### config.mk
export PLATFORM = sky130hd
export DESIGN_NAME = tag_array_rsv
export DESIGN_NICKNAME = d
export VERILOG_FILES = /design/src/rtl/tag_arr_pkg.sv /design/src/rtl/tag_arr_lookup.sv /design/src/rtl/tag_arr_cnt.sv /design/src/rtl/tag_array_rsv.sv
export SDC_FILE = /design/constraint.sdc
export NUM_CORES = 2
export LEC_CHECK = 0
export ABC_CLOCK_PERIOD_IN_PS = 13300
export BUFFER_PORTS_ARGS = -buffer_cell sky130_fd_sc_hd__clkbuf_2
export CAP_MARGIN = 20
export CORE_UTILIZATION = 55
export CTS_CLUSTER_SIZE = 20
export DETAILED_ROUTE_END_ITERATION = 8
export GPL_TIMING_DRIVEN = 0
export PLACE_DENSITY_LB_ADDON = 0.05
export SLEW_MARGIN = 40
export SYNTH_ARGS = -nofsm -noshare
export SYNTH_HDL_FRONTEND = slang
export SYNTH_SLANG_ARGS = --single-unit
### constraint.sdc
create_clock -name clk_i -period 13.3 [get_ports clk_i]
set_input_delay 1.995 -clock clk_i [delete_from_list [all_inputs] [get_ports clk_i]]
set_output_delay 1.995 -clock clk_i [all_outputs]
set_load 0.005 [all_outputs]
### src/rtl/tag_arr_pkg.sv
package tag_arr_pkg;
  typedef enum logic [1:0] {
    LS_INV = 2'd0,
    LS_RSV = 2'd1,
    LS_VAL = 2'd2,
    LS_MOD = 2'd3
  } line_st_e;

  typedef enum logic [1:0] {
    RES_HIT  = 2'd0,
    RES_PEND = 2'd1,
    RES_MISS = 2'd2,
    RES_FAIL = 2'd3
  } look_res_e;
endpackage

### src/rtl/tag_arr_lookup.sv
module tag_arr_lookup
  import tag_arr_pkg::*;
#(
  parameter int WAYS  = 4,
  parameter int TAG_W = 26,
  parameter int TS_W  = 24,
  localparam int WAY_W = $clog2(WAYS)
) (
  input  logic [WAYS-1:0][1:0]       st_i,
  input  logic [WAYS-1:0][TAG_W-1:0] tag_i,
  input  logic [WAYS-1:0][TS_W-1:0]  ts_i,
  input  logic [TAG_W-1:0]           key_i,
  output logic [1:0]                 res_o,
  output logic [WAY_W-1:0]           way_o
);
  logic             hit_f, pend_f, free_f, inv_f, val_f;
  logic [WAY_W-1:0] hit_w, inv_w, val_w;
  logic [TS_W-1:0]  best_ts;

  always_comb begin
    hit_f   = 1'b0;
    pend_f  = 1'b0;
    free_f  = 1'b0;
    inv_f   = 1'b0;
    val_f   = 1'b0;
    hit_w   = '0;
    inv_w   = '0;
    val_w   = '0;
    best_ts = '1;
    for (int w = 0; w < WAYS; w++) begin
      if (!hit_f && st_i[w] != LS_INV && tag_i[w] == key_i) begin
        hit_f  = 1'b1;
        hit_w  = WAY_W'(w);
        pend_f = (st_i[w] == LS_RSV);
      end
      if (st_i[w] != LS_RSV) begin
        free_f = 1'b1;
        if (st_i[w] == LS_INV) begin
          if (!inv_f) begin
            inv_f = 1'b1;
            inv_w = WAY_W'(w);
          end
        end else if (!val_f || ts_i[w] < best_ts) begin
          // strict compare keeps the lowest way on ties
          val_f   = 1'b1;
          best_ts = ts_i[w];
          val_w   = WAY_W'(w);
        end
      end
    end
  end

  always_comb begin
    if (hit_f)       res_o = pend_f ? RES_PEND : RES_HIT;
    else if (!free_f) res_o = RES_FAIL;
    else             res_o = RES_MISS;

    if (hit_f)      way_o = hit_w;
    else if (inv_f) way_o = inv_w;
    else if (val_f) way_o = val_w;
    else            way_o = '0;
  end
endmodule

### src/rtl/tag_arr_cnt.sv
module tag_arr_cnt #(
  parameter int W = 16
) (
  input  logic         clk_i,
  input  logic         rst_ni,
  input  logic         inc_i,
  output logic [W-1:0] cnt_o
);
  always_ff @(posedge clk_i or negedge rst_ni) begin
    if (!rst_ni)    cnt_o <= '0;
    else if (inc_i) cnt_o <= cnt_o + 1'b1;
  end
endmodule

### src/rtl/tag_array_rsv.sv
module tag_array_rsv
  import tag_arr_pkg::*;
#(
  parameter int ADDR_W     = 32,
  parameter int LINE_BYTES = 16,
  parameter int SETS       = 4,
  parameter int WAYS       = 4,
  parameter int TS_W       = 24,
  parameter int CNT_W      = 16,
  parameter bit USE_FIFO   = 1'b0,
  localparam int OFF_W = $clog2(LINE_BYTES),
  localparam int SET_W = $clog2(SETS),
  localparam int WAY_W = $clog2(WAYS),
  localparam int BLK_W = ADDR_W - OFF_W,
  localparam int TAG_W = BLK_W - SET_W,
  localparam int LINES = SETS * WAYS,
  localparam int IDX_W = $clog2(LINES)
) (
  input  logic              clk_i,
  input  logic              rst_ni,
  input  logic              acc_valid_i,
  input  logic [BLK_W-1:0]  acc_blk_i,
  output logic [1:0]        res_o,
  output logic [IDX_W-1:0]  line_idx_o,
  output logic              wb_o,
  output logic [ADDR_W-1:0] wb_addr_o,
  input  logic              fill_valid_i,
  input  logic [IDX_W-1:0]  fill_idx_i,
  input  logic              fill_dirty_i,
  input  logic              flush_i,
  output logic [CNT_W-1:0]  cnt_access_o,
  output logic [CNT_W-1:0]  cnt_miss_o,
  output logic [CNT_W-1:0]  cnt_pend_o,
  output logic [CNT_W-1:0]  cnt_fail_o
);
  line_st_e         st_q  [LINES];
  logic [TAG_W-1:0] tag_q [LINES];
  logic [TS_W-1:0]  lru_q [LINES];
  logic [TS_W-1:0]  alc_q [LINES];
  logic [TS_W-1:0]  now_q;

  logic [SET_W-1:0]            set_idx;
  logic [TAG_W-1:0]            key;
  logic [WAYS-1:0][1:0]        set_st;
  logic [WAYS-1:0][TAG_W-1:0]  set_tag;
  logic [WAYS-1:0][TS_W-1:0]   set_lru, set_alc, set_ts;
  logic [WAY_W-1:0]            way;
  logic                        do_alloc, do_touch, fill_blocked;

  assign set_idx = acc_blk_i[SET_W-1:0];
  assign key     = acc_blk_i[BLK_W-1:SET_W];

  always_comb begin
    for (int w = 0; w < WAYS; w++) begin
      set_st[w]  = st_q[{set_idx, WAY_W'(w)}];
      set_tag[w] = tag_q[{set_idx, WAY_W'(w)}];
      set_lru[w] = lru_q[{set_idx, WAY_W'(w)}];
      set_alc[w] = alc_q[{set_idx, WAY_W'(w)}];
    end
  end

  generate
    if (USE_FIFO) begin : g_fifo
      assign set_ts = set_alc;
    end else begin : g_lru
      assign set_ts = set_lru;
    end
  endgenerate

  tag_arr_lookup #(
    .WAYS (WAYS),
    .TAG_W(TAG_W),
    .TS_W (TS_W)
  ) u_lookup (
    .st_i (set_st),
    .tag_i(set_tag),
    .ts_i (set_ts),
    .key_i(key),
    .res_o(res_o),
    .way_o(way)
  );

  assign line_idx_o = {set_idx, way};
  assign wb_o       = (res_o == RES_MISS) && (set_st[way] == LS_MOD);
  assign wb_addr_o  = {set_tag[way], set_idx, {OFF_W{1'b0}}};

  assign do_alloc     = acc_valid_i && (res_o == RES_MISS);
  assign do_touch     = acc_valid_i && (res_o == RES_HIT || res_o == RES_PEND);
  assign fill_blocked = do_alloc && (fill_idx_i == line_idx_o);

  always_ff @(posedge clk_i or negedge rst_ni) begin
    if (!rst_ni) now_q <= '0;
    else         now_q <= now_q + 1'b1;
  end

  always_ff @(posedge clk_i or negedge rst_ni) begin
    if (!rst_ni) begin
      for (int l = 0; l < LINES; l++) begin
        st_q[l]  <= LS_INV;
        tag_q[l] <= '0;
        lru_q[l] <= '0;
        alc_q[l] <= '0;
      end
    end else if (flush_i) begin
      for (int l = 0; l < LINES; l++) st_q[l] <= LS_INV;
    end else begin
      if (do_alloc) begin
        st_q[line_idx_o]  <= LS_RSV;
        tag_q[line_idx_o] <= key;
        lru_q[line_idx_o] <= now_q;
        alc_q[line_idx_o] <= now_q;
      end
      if (fill_valid_i && !fill_blocked)
        st_q[fill_idx_i] <= fill_dirty_i ? LS_MOD : LS_VAL;
      if (do_touch) lru_q[line_idx_o] <= now_q;
    end
  end

  logic [3:0]            cnt_inc;
  logic [3:0][CNT_W-1:0] cnt_val;

  assign cnt_inc = {acc_valid_i && res_o == RES_FAIL,
                    acc_valid_i && res_o == RES_PEND,
                    acc_valid_i && res_o == RES_MISS,
                    acc_valid_i};

  generate
    for (genvar k = 0; k < 4; k++) begin : g_cnt
      tag_arr_cnt #(.W(CNT_W)) u_cnt (
        .clk_i (clk_i),
        .rst_ni(rst_ni),
        .inc_i (cnt_inc[k]),
        .cnt_o (cnt_val[k])
      );
    end
  endgenerate

  assign cnt_access_o = cnt_val[0];
  assign cnt_miss_o   = cnt_val[1];
  assign cnt_pend_o   = cnt_val[2];
  assign cnt_fail_o   = cnt_val[3];
endmodule

==> out/qor.yml <==
status: "completed"
max-slew-margin-rel_pct: 36.87
slowest_stage: "mux4_2"
finalCriticalPeriod_ns: 13.11
top_usage_layer: "met2"
die_h_um: 291.7
final_max_slew_viol_count: 0
comb_power_share_pct: 15.4
wl_per_cell_um: 29.38
clkPwrFrac_pct: 39.8
yosysTopAreaCellShare_pct: 49.87
drive_gt1_share_pct: 41.71
synth_seq_cells: 920
start_util_pct: 55.87
worst_slew_pin_slew_ns: 0.9470
synth_edf_count: 0
clkLatencyLatePin_ns: 0.68
htreeDepth: 3
grt_pass1_vias: 31930
seq_area_um2: 23020
leakage_nw: 25.09
antenna_found_initial: 1
whs_ns: 0.4696
grt_overflow: 0
cts.path.max_buffers: 3
grt.met2_usage_pct: 51.20
yosys_warnings: 0
finalNetCount: 3769
yosys.area.top_type: "dfrtp_1"
synth_area_um2: 46170
cts_made_buffers: 98
hold_buffers: 0
rows: 105
critPathKind: "primary input to output pin"
cp.depth: 41
worst-path-buf-inv: 14
hp-class: "flip-flop to flip-flop"
tns_ns: 0
pwr-share-seq_pct: 44.8
worstPathArrival_ns: 11.11
track_usage_pct: 33.74
drc_errors: 0
dr.pass1.iters: 6
rr_worst_depth: 39
cp-end-kind: "output pin"
avgSynthCellArea_um2: 13.65
syn2layout_area_growth_pct: 14.53
place_hpwl_um: 101700
root_buffer: "clkbuf_16"
multi_input_area_um2: 21940
synthCells: 3382
cp_top_family: "compound AO/OA/AOI/OAI gates"
vias: 30850
period_share_pct: 98.55
finClkSkew_ns: 0.02848
die-area_um2: 85100
grtUsageMet1_pct: 50.13
io_pins: 141
min_path_cells: 1
cp-start-kind: "primary input"
power.total_w: 0.007055
hold_viol_final: 0
first_iter_violations: 2828
netSwitchingPower_w: 0.001905
cap_viol_max_count: 0
synth.area.top_cells: "dfrtp_1 (50%), mux2_2 (19%), mux4_2 (9.5%)"
via_per_inst: 6.417
place_congestion: 0.9978
ant_nets: 0
met3_usage_pct: 6.142
chipWidth_um: 291.7
synthArstFlopShare_pct: 100.0
dpl_cell_area_um2: 48590
internal-power_w: 0.005150
yosysMostFrequentCell: "dfrtp_1"
num-fill-cells: 6127
powerDensity_nw_per_um2: 133.4
cts.sinks: 920
clkTransAtPathRegs_ns: 0.06
synth_common_cells: "dfrtp_1 (920), mux2_2 (761), mux4_2 (194)"
grt_pass1_wl_um: 211300
routed_wl_um: 141200
critPathMaxFanout: 10
synth_cell_types: 82
cp_slowest_stage_delay_ns: 0.57
core-area_um2: 82640
timing.fmax_mhz: 76.30
portBuffers: 127
cts_tree: "done"
synth_top_flop_cell: "dfrtp_1"
fin_area_um2: 52870
ir_drop_uv: 118.8
cp.required_ns: 11.31
p_sw_share_pct: 27.00
ys_seq_area_share_pct: 49.87
grt_max_degree: 77
setup_viol: 0
==> cell usage in the layout (no fill, tap or decap), types with 16 or more instances in the layout <==
cell type	count
buf_2	55
clkinv_2	27
o21a_1	17
buf_6	18
nand4_1	66
clkbuf_8	31
inv_1	44
nor2b_1	29
mux2i_1	83
clkbuf_1	120
dfrtp_1	920
xor2_1	34
buf_16	18
mux2_4	20
mux4_2	194
buf_4	79
nand2b_1	16
o21ai_0	31
a21oi_1	71
nor3_1	32
xnor2_1	148
clkbuf_2	132
nor2_1	99
nand2_1	128
and3_1	19
ha_1	74
mux2_2	761
nand3_1	57
mux2_1	32
clkbuf_16	100
a211oi_1	27
==> worst paths after layout <==
kind	slack, ns	startpoint	to
worst max-delay path	0.19	acc_blk_i[0]	wb_addr_o[9]
min in group asynchronous	1.24	rst_ni	lru_q[379]
worst max register to register	3.53	st_q[23]	lru_q[269]
worst min-delay path	0.47	g_cnt[2].u_cnt.cnt_o[15]	g_cnt[2].u_cnt.cnt_o[15]
max in group asynchronous	10.49	rst_ni	tag_q[360]
worst min register to register	0.47	g_cnt[2].u_cnt.cnt_o[15]	g_cnt[2].u_cnt.cnt_o[15]
==> registers in the layout (all words and copies together) (netlist names) <==
signal	cells
g_cnt.u_cnt.cnt_o	64
now_q	24
st_q	32
lru_q	384
tag_q	416
==> metrics by stage <==
stage	setup slack, ns	util [%]	cells
after floorplan	0.2474	-	3385
after global placement	-10.43	58.27	4582
after detailed placement	-5.186	58.80	4597
after CTS	0.02436	63.52	4780
after global routing	-0.03282	63.98	4806
final	0.1932	63.98	4807
==> routing by layer <==
metal / share of wire, % / vias to the layer above
met5: 0 / -
met2: 45 / 1151
met3: 7.0 / 245
li1: - / 12970
met4: 2.6 / 0
met1: 45 / 16480
==> final cells by class <==
class | count | area share (%)
antenna | 2 | 0.009466
buffer | 261 | 3.180
clock buffer | 140 | 5.547
clock inverter | 38 | 0.7620
inverter | 45 | 0.3242
multi-input combinational | 2150 | 41.49
sequential | 920 | 43.54
tap | 1070 | 2.532
timing repair buffer | 181 | 2.610
==> what timing repair did <==
item | 4_1_cts | 5_1_grt
resized for setup | 136 | 44
hold endpoints to repair | 0 | 0
setup buffers | 12 | 26
endpoints found under the setup margin | 861 | 29
pin swaps | 11 | 23
==> power groups by stage <==
stage / clock network, W / registers (W) / logic (W)
finish: 0.00281 / 0.00316 / 0.00109
global route: 0.00296 / 0.00318 / 0.00115
CTS: 0.00284 / 0.00315 / 0.00106
detailed placement: 0 / 0.00320 / 0.00103
global placement: 0 / 0.00319 / 0.000989
floorplan: 0 / 0.00316 / 0.000632
==> logic make-up (layout without fill, tap and decap cells) <==
kind of cell    count (synthesis)  in the layout  synth area share (%)
xor+xnor                      182            182                 3.453
simple gates                  537            537                 6.182
buf+inv                       315            665                 3.290
mux                          1092           1092                 31.30
fa+ha+maj                      74             74                 2.006
other cells                     1              6              0.008123
compound gates                261            261                 3.892
flops                         920            920                 49.87
Note: power is estimated with default switching activity, not from simulation.
